--- src/rtl/trace_fill_pkg.sv ---
package trace_fill_pkg;
  typedef enum logic [1:0] {
    ALIGN_END   = 2'b00,
    ALIGN_MID   = 2'b01,
    ALIGN_BEGIN = 2'b10,
    ALIGN_RSVD  = 2'b11
  } align_e;

  function automatic logic stops_on_wrap(input logic [1:0] mode);
    return align_e'(mode) == ALIGN_BEGIN;
  endfunction
endpackage

--- src/rtl/trace_half_counter.sv ---
module trace_half_counter #(
  parameter int LINES = 64
) (
  input  logic                        clk,
  input  logic                        por_n,
  input  logic                        clr,
  input  logic                        inc,
  output logic [$clog2(LINES):0]      cnt,
  output logic                        full,
  output logic                        wrap
);
  localparam int CNT_W = $clog2(LINES) + 1;
  localparam logic [CNT_W-1:0] CNT_MAX = {CNT_W{1'b1}};

  assign wrap = inc && (cnt == CNT_MAX);

  always_ff @(posedge clk or negedge por_n) begin
    if (!por_n) begin
      cnt  <= '0;
      full <= 1'b0;
    end else if (clr) begin
      cnt  <= '0;
      full <= 1'b0;
    end else if (inc) begin
      cnt <= cnt + 1'b1;
      if (wrap) full <= 1'b1;
    end
  end

  assert_step_R2: assert property (@(posedge clk) disable iff (!por_n)
    (inc && !clr) |=> cnt == CNT_W'($past(cnt) + 1'b1));
  assert_idle_hold_R10: assert property (@(posedge clk) disable iff (!por_n)
    (!inc && !clr) |=> ($stable(cnt) && $stable(full)));
  assert_full_on_wrap_R4: assert property (@(posedge clk) disable iff (!por_n)
    $rose(full) |-> ($past(cnt) == CNT_MAX && cnt == '0));
endmodule

--- src/rtl/trace_arm_ctrl.sv ---
module trace_arm_ctrl (
  input  logic clk,
  input  logic por_n,
  input  logic sys_rst_n,
  input  logic arm_wr,
  input  logic arm_wdata,
  input  logic wrap,
  input  logic stop_on_wrap,
  output logic armed,
  output logic session_end
);
  always_ff @(posedge clk or negedge por_n) begin
    if (!por_n) begin
      armed       <= 1'b0;
      session_end <= 1'b0;
    end else begin
      session_end <= 1'b0;
      if (!sys_rst_n) begin
        armed <= 1'b0;
      end else if (arm_wr) begin
        armed <= arm_wdata;
      end else if (wrap && stop_on_wrap) begin
        armed       <= 1'b0;
        session_end <= 1'b1;
      end
    end
  end

  assert_end_disarms_R6: assert property (@(posedge clk) disable iff (!por_n)
    session_end |-> !armed);
  assert_end_single_R6: assert property (@(posedge clk) disable iff (!por_n)
    session_end |=> !session_end);
  assert_sysrst_disarm_R9: assert property (@(posedge clk) disable iff (!por_n)
    !sys_rst_n |=> !armed);
endmodule

--- src/rtl/trace_fill_counter.sv ---
module trace_fill_counter
  import trace_fill_pkg::*;
#(
  parameter int LINES  = 64,
  parameter int HALF_W = 32,
  parameter int REG_W  = 8
) (
  input  logic                      clk,
  input  logic                      por_n,
  input  logic                      sys_rst_n,
  input  logic                      arm_wr,
  input  logic                      arm_wdata,
  input  logic [1:0]                align_mode,
  input  logic                      hw_valid,
  output logic                      hw_ready,
  input  logic [HALF_W-1:0]         hw_data,
  output logic                      ram_we,
  output logic [$clog2(LINES)-1:0]  ram_addr,
  output logic                      ram_half,
  output logic [HALF_W-1:0]         ram_wdata,
  output logic [REG_W-1:0]          count_reg,
  output logic                      buf_full,
  output logic                      armed,
  output logic                      session_end
);
  localparam int PTR_W = $clog2(LINES);
  localparam int CNT_W = PTR_W + 1;

  logic [CNT_W-1:0] cnt;
  logic             accept;
  logic             wrap;
  logic             arm_set;

  assign arm_set  = arm_wr && arm_wdata;
  assign hw_ready = armed && !arm_wr && sys_rst_n;
  assign accept   = hw_valid && hw_ready;

  trace_half_counter #(.LINES(LINES)) u_cnt (
    .clk  (clk),
    .por_n(por_n),
    .clr  (arm_set),
    .inc  (accept),
    .cnt  (cnt),
    .full (buf_full),
    .wrap (wrap)
  );

  trace_arm_ctrl u_arm (
    .clk         (clk),
    .por_n       (por_n),
    .sys_rst_n   (sys_rst_n),
    .arm_wr      (arm_wr),
    .arm_wdata   (arm_wdata),
    .wrap        (wrap),
    .stop_on_wrap(stops_on_wrap(align_mode)),
    .armed       (armed),
    .session_end (session_end)
  );

  assign ram_we    = accept;
  assign ram_addr  = cnt[CNT_W-1:1];
  assign ram_half  = cnt[0];
  assign ram_wdata = hw_data;

  generate
    if (REG_W > CNT_W) begin : g_pad
      assign count_reg = {{(REG_W-CNT_W){1'b0}}, cnt};
    end else begin : g_trim
      assign count_reg = cnt[REG_W-1:0];
    end
  endgenerate

  assert_ready_armed_R2: assert property (@(posedge clk) disable iff (!por_n)
    hw_ready |-> armed);
  assert_arm_clears_R7: assert property (@(posedge clk) disable iff (!por_n)
    (arm_wr && arm_wdata && sys_rst_n) |=> (count_reg == '0 && !buf_full && armed));
  assert_wrap_keeps_arm_R5: assert property (@(posedge clk) disable iff (!por_n)
    (wrap && !stops_on_wrap(align_mode)) |=> armed);
endmodule

--- config.mk ---
export PLATFORM = sky130hd
export DESIGN_NAME = trace_fill_counter
export DESIGN_NICKNAME = d
export VERILOG_FILES = /design/src/rtl/trace_fill_pkg.sv /design/src/rtl/trace_half_counter.sv /design/src/rtl/trace_arm_ctrl.sv /design/src/rtl/trace_fill_counter.sv
export SDC_FILE = /design/constraint.sdc
export NUM_CORES = 1
export LEC_CHECK = 0
export ABC_AREA = 0
export CAP_MARGIN = 30
export CORE_MARGIN = 4
export CORE_UTILIZATION = 29
export DETAILED_ROUTE_END_ITERATION = 7
export GPL_TIMING_DRIVEN = 1
export PLACE_DENSITY = 0.89
export SETUP_SLACK_MARGIN = 0.05
export SYNTH_ARGS = -nofsm -noshare
export SYNTH_HDL_FRONTEND = slang
export SYNTH_SLANG_ARGS = --single-unit
--- constraint.sdc ---
create_clock -name clk -period 2.5 [get_ports clk]
set_clock_uncertainty 0.1 [all_clocks]
set_input_delay 0.75 -clock clk [delete_from_list [all_inputs] [get_ports clk]]
set_output_delay 0.75 -clock clk [all_outputs]
set_load 0.02 [all_outputs]
==> Yosys cells after proc, flatten, opt, wreduce, memory -nomap -nowiden <==
Cells that the tools add are included.
W data, S select, Z words.
{ "totals": {"regBits": 10, "latch_bits": 0, "mem_bits_rw": 0, "mem_bits_ro": 0, "input_bits": 40, "out_inout_bits": 52, "elab_cells": 29, "memories": 0} }
{ "op_classes": {"addsub": 1, "multipliers": 0, "div_mod_pow": 0, "order_cmp": 0, "eq_ne": 3, "shift": 0, "n_mux": 11, "bitwise_logic": 0, "n_reduce_logical": 10} }
{ "ops": {"columns": ["operator", "n"], "rows": [
  ["$mux W7", 2],
  ["$mux W1", 9],
  ["$add A7 B1 Y7 const B", 1],
  ["$eq A7 B7 Y1 const B", 1],
  ["$logic_and A1 B1 Y1", 6],
  ["$reduce_bool A2 Y1", 2],
  ["$ne A3 B1 Y1 const B", 1],
  ["$eq A2 B2 Y1 const B", 1],
  ["$reduce_and A2 Y1", 1],
  ["$logic_not A1 Y1", 1]
]} }

==> Longest topological paths before layout <==
{ "logic_depth": {"word_depth": 9, "ltp_mapped": 5, "mapped_depth_nobuf": 4} }

==> Hierarchy <==
From an unflattened synthesis, not the netlist that was laid out.
{ "hier_totals": {"hier_cells": 88, "hier_area_um2": 787.0} }
{ "modules_own_cells": {"columns": ["mod", "instances", "cells_each", "area_per_inst_um2", "seq_area_each_um2"], "rows": [
  ["trace_half_counter", 1, 36, 369.1, 200.2],
  ["trace_fill_counter", 1, 45, 337.8, 0.0],
  ["trace_arm_ctrl", 1, 7, 80.1, 50.0]
]} }

==> Worst setup path after synthesis <==
OpenSTA, ideal clock, no wires.
{ "synth_timing": {"path_type": "input-to-output", "from": "input arm_wr", "to": "output ram_we", "arrival_time_ps": 1265, "required_ps": 1650, "path_slack_ps": 385, "stages": 3, "path_buffers": 1, "cell_sequence": "nand4b_4 -> buf_2 -> inv_1"} }
{ "synth_between": {"elab_chain_len": 4} }
{ "synth_rtl": {"columns": ["element", "line", "rtl"], "rows": [
  ["start: declaration", "trace_fill_counter.sv:11", "input logic arm_wr,"],
  ["$logic_not A1 Y1", "trace_fill_counter.sv:35", "assign hw_ready = armed && !arm_wr && sys_rst_n;"],
  ["$logic_and A1 B1 Y1 (2 in a row)", "trace_fill_counter.sv:35", null],
  ["$logic_and A1 B1 Y1", "trace_fill_counter.sv:36", "assign accept = hw_valid && hw_ready;"],
  ["end: declaration", "trace_fill_counter.sv:17", "output logic ram_we,"]
]} }
No other way between the ends.

==> Final worst setup path <==
{ "layout_timing": {"from": "input sys_rst_n", "to": "output hw_ready"} }
{ "layout_between": {"elab_chain_len": 1} }
{ "layout_rtl": {"columns": ["element", "line", "rtl"], "rows": [
  ["start: declaration", "trace_fill_counter.sv:10", "input logic sys_rst_n,"],
  ["$logic_and A1 B1 Y1", "trace_fill_counter.sv:35", null],
  ["end: declaration", "trace_fill_counter.sv:15", "output logic hw_ready,"]
]} }
No other way between the ends.

==> metrics.txt <==
total grt overflow=0; post-synthesis cell area=806 um2; total of max-cap violations=0; Final #Nets=128; Core Box Area=2570 um2; Peak VDD IR=0.000187 V; vias in the first global route=553; Power Dens Cells=366 nW/um2; crit path time final=2250 ps; crit end category=primary output; Yosys top cell by area=buf_4; gr usage total=0.0902; final instance area=836 um2; placed cell area=825 um2; Setup-failing EPs final=0; Vias/cell=4.83; ranking of synthesized cells by area=buf_4 (37%), dfrtp_1 (31%), nand2_1 (3.3%); EDFF count, synth=0; Hold Path Class=register to register; share of the synthesized area in the top cell type=0.373; Ant. Diodes=0; WL/cell=13.9 um; CTS root buffer=clkbuf_4; FFs w/ async S/R, synth=1.00; Initial DRC Count=3; H-tree depth=1; Routed WL=1.59 mm; Slew Viols, Final=0; DRC=0; period utilisation layout=0.902; DIE WIDTH=60.7 um; Die Y=60.7 um; Final Core Density=0.326; post-route ant nets=0; Worst EP required=1650 ps; Mapped Cells=94; Synth Warn #=0; # hold bufs at CTS=0; Synthesized Nets=135; Longest Clk Path Bufs=2; starting density of the core=0.314; port buffer count=26; most frequent cells after synthesis=buf_4 (40), dfrtp_1 (10), nand2_1 (7); Avg Synthesized Cell Area=8.57 um2; Worst Path Max Fanout=3; dpl cells=112; crit path DAT=1400 ps; # resized after CTS=12; layout cells sized above 1=0.118; leakage=0.000373 uW; CTS Buf Count=3; Clock transition at path regs=50 ps; Top FF cell, synth=dfrtp_1; # fillers=292; critical path class=primary input to primary output; hold slack=405 ps; num rows=18; clock latency on the worst-skew pair=250 ps; Non-Filler Instances=115; Die ar.=3690 um2; count leader, synth=buf_4; post-synthesis register bit count=10; CTS tree=done; DP HPWL=1.31 mm; global-route wire length before repair=2.48 mm; drt first pass iters=3; Peak Freq=444 MHz; GPL Wtd Cong=0.690; Final Hold Fails=0; Yosys cell types=23; crit path max-delay cell type=dlygate4sd2_1; outcome=complete, no violations; startpoint types=primary input; via count=556; RSZ-0062 raised after global routing=no; setup bufs post-CTS=0; post-synthesis to final-layout area growth=3.73%; # clock sinks=10; Largest stage delay, worst path=280 ps; IO Pins=92; largest net degree at the start of global routing=15; initial antenna violation count=0; Seq/Total Area, Yosys=0.311; CP Cell Sequence=dlygate4sd2_1 -> nand2_1 -> nor2_1 -> buf_2
==> kinds of logic (layout without fill, tap and decap cells) <==
| logic type | after synthesis | in the layout | synth area share |
|---|---|---|---|
| adders and majority gates | 1 | 1 | 0.0155 |
| other | 1 | 1 | 0.00465 |
| and+or+nand+nor | 25 | 25 | 0.183 |
| buffers and inverters | 44 | 35 | 0.393 |
| DFF | 10 | 10 | 0.311 |
| AOI/OAI and AO/OA | 13 | 13 | 0.0932 |
==> critical path: cells and delay by family <==
family	cells	cell delay (ps)
buffers and inverters	2	460
and+or+nand+nor	2	190
==> placed cells by master (no fill, tap or decap), types with 2 or more instances in the layout <==
cell type,count
clkbuf_4,3
dfrtp_1,10
dlygate4sd2_1,3
a21oi_1,5
o31ai_1,2
nand2_1,7
o21ai_0,4
inv_1,2
nor2_1,2
or4_1,2
nand3_1,4
clkdlybuf4s50_1,21
buf_4,5
or3_1,3
and3_1,2
==> sequential cells by signal, summed over array words and instances, names as in the netlist <==
signal,cells
u_cnt.full,1
u_arm.session_end,1
u_cnt.cnt,7
u_arm.armed,1
==> report_power, final <==
group | total (uW) | switching (uW) | internal (uW) | leakage, uW
registers | 167 | 2.94 | 164 | 0.000139
clock network | 101 | 46.0 | 55.1 | 0.0000138
logic | 38.0 | 19.0 | 18.9 | 0.000220
==> per-stage QoR <==
stage / power [uW] / TNS, ps / worst slack (ps)
global placement: 209 / -913 / -464
finish: 306 / 0 / 246
global route: 320 / 0 / 162
floorplan: 260 / 0 / 385
detailed placement: 211 / -916 / -469
CTS: 309 / 0 / 234
==> cell type report <==
class	instances	area, um2	area share
multi-input cells	40	239	0.286
well taps	30	37.5	0.0449
repair buffers	30	279	0.334
inverters	2	7.51	0.00898
flip-flops and latches	10	250	0.299
clock buffers	3	22.5	0.0269
==> metal layers <==
| layer | vias to the layer above | global-route usage | part of all wire |
|---|---|---|---|
| met5 | - | 0 | 0 |
| met3 | 12 | 0.0532 | 0.14 |
| met1 | 253 | 0.0940 | 0.32 |
| met4 | 0 | 0.0402 | 0.025 |
| li1 | 257 | - | - |
| met2 | 34 | 0.147 | 0.51 |
==> worst paths after layout <==
path                              start           end  slack (ps)  cells past startpoint
max                           sys_rst_n      hw_ready         250                      4
min                          u_cnt.full    u_cnt.full         400                      2
max reg2reg                u_cnt.cnt[0]  u_cnt.cnt[6]         950                      4
min reg2reg                  u_cnt.full    u_cnt.full         400                      2
max in group asynchronous         por_n  u_cnt.cnt[2]        1310                      1
min in group asynchronous         por_n  u_cnt.cnt[3]         700                      1
Note: power is estimated with default switching activity, not from simulation.
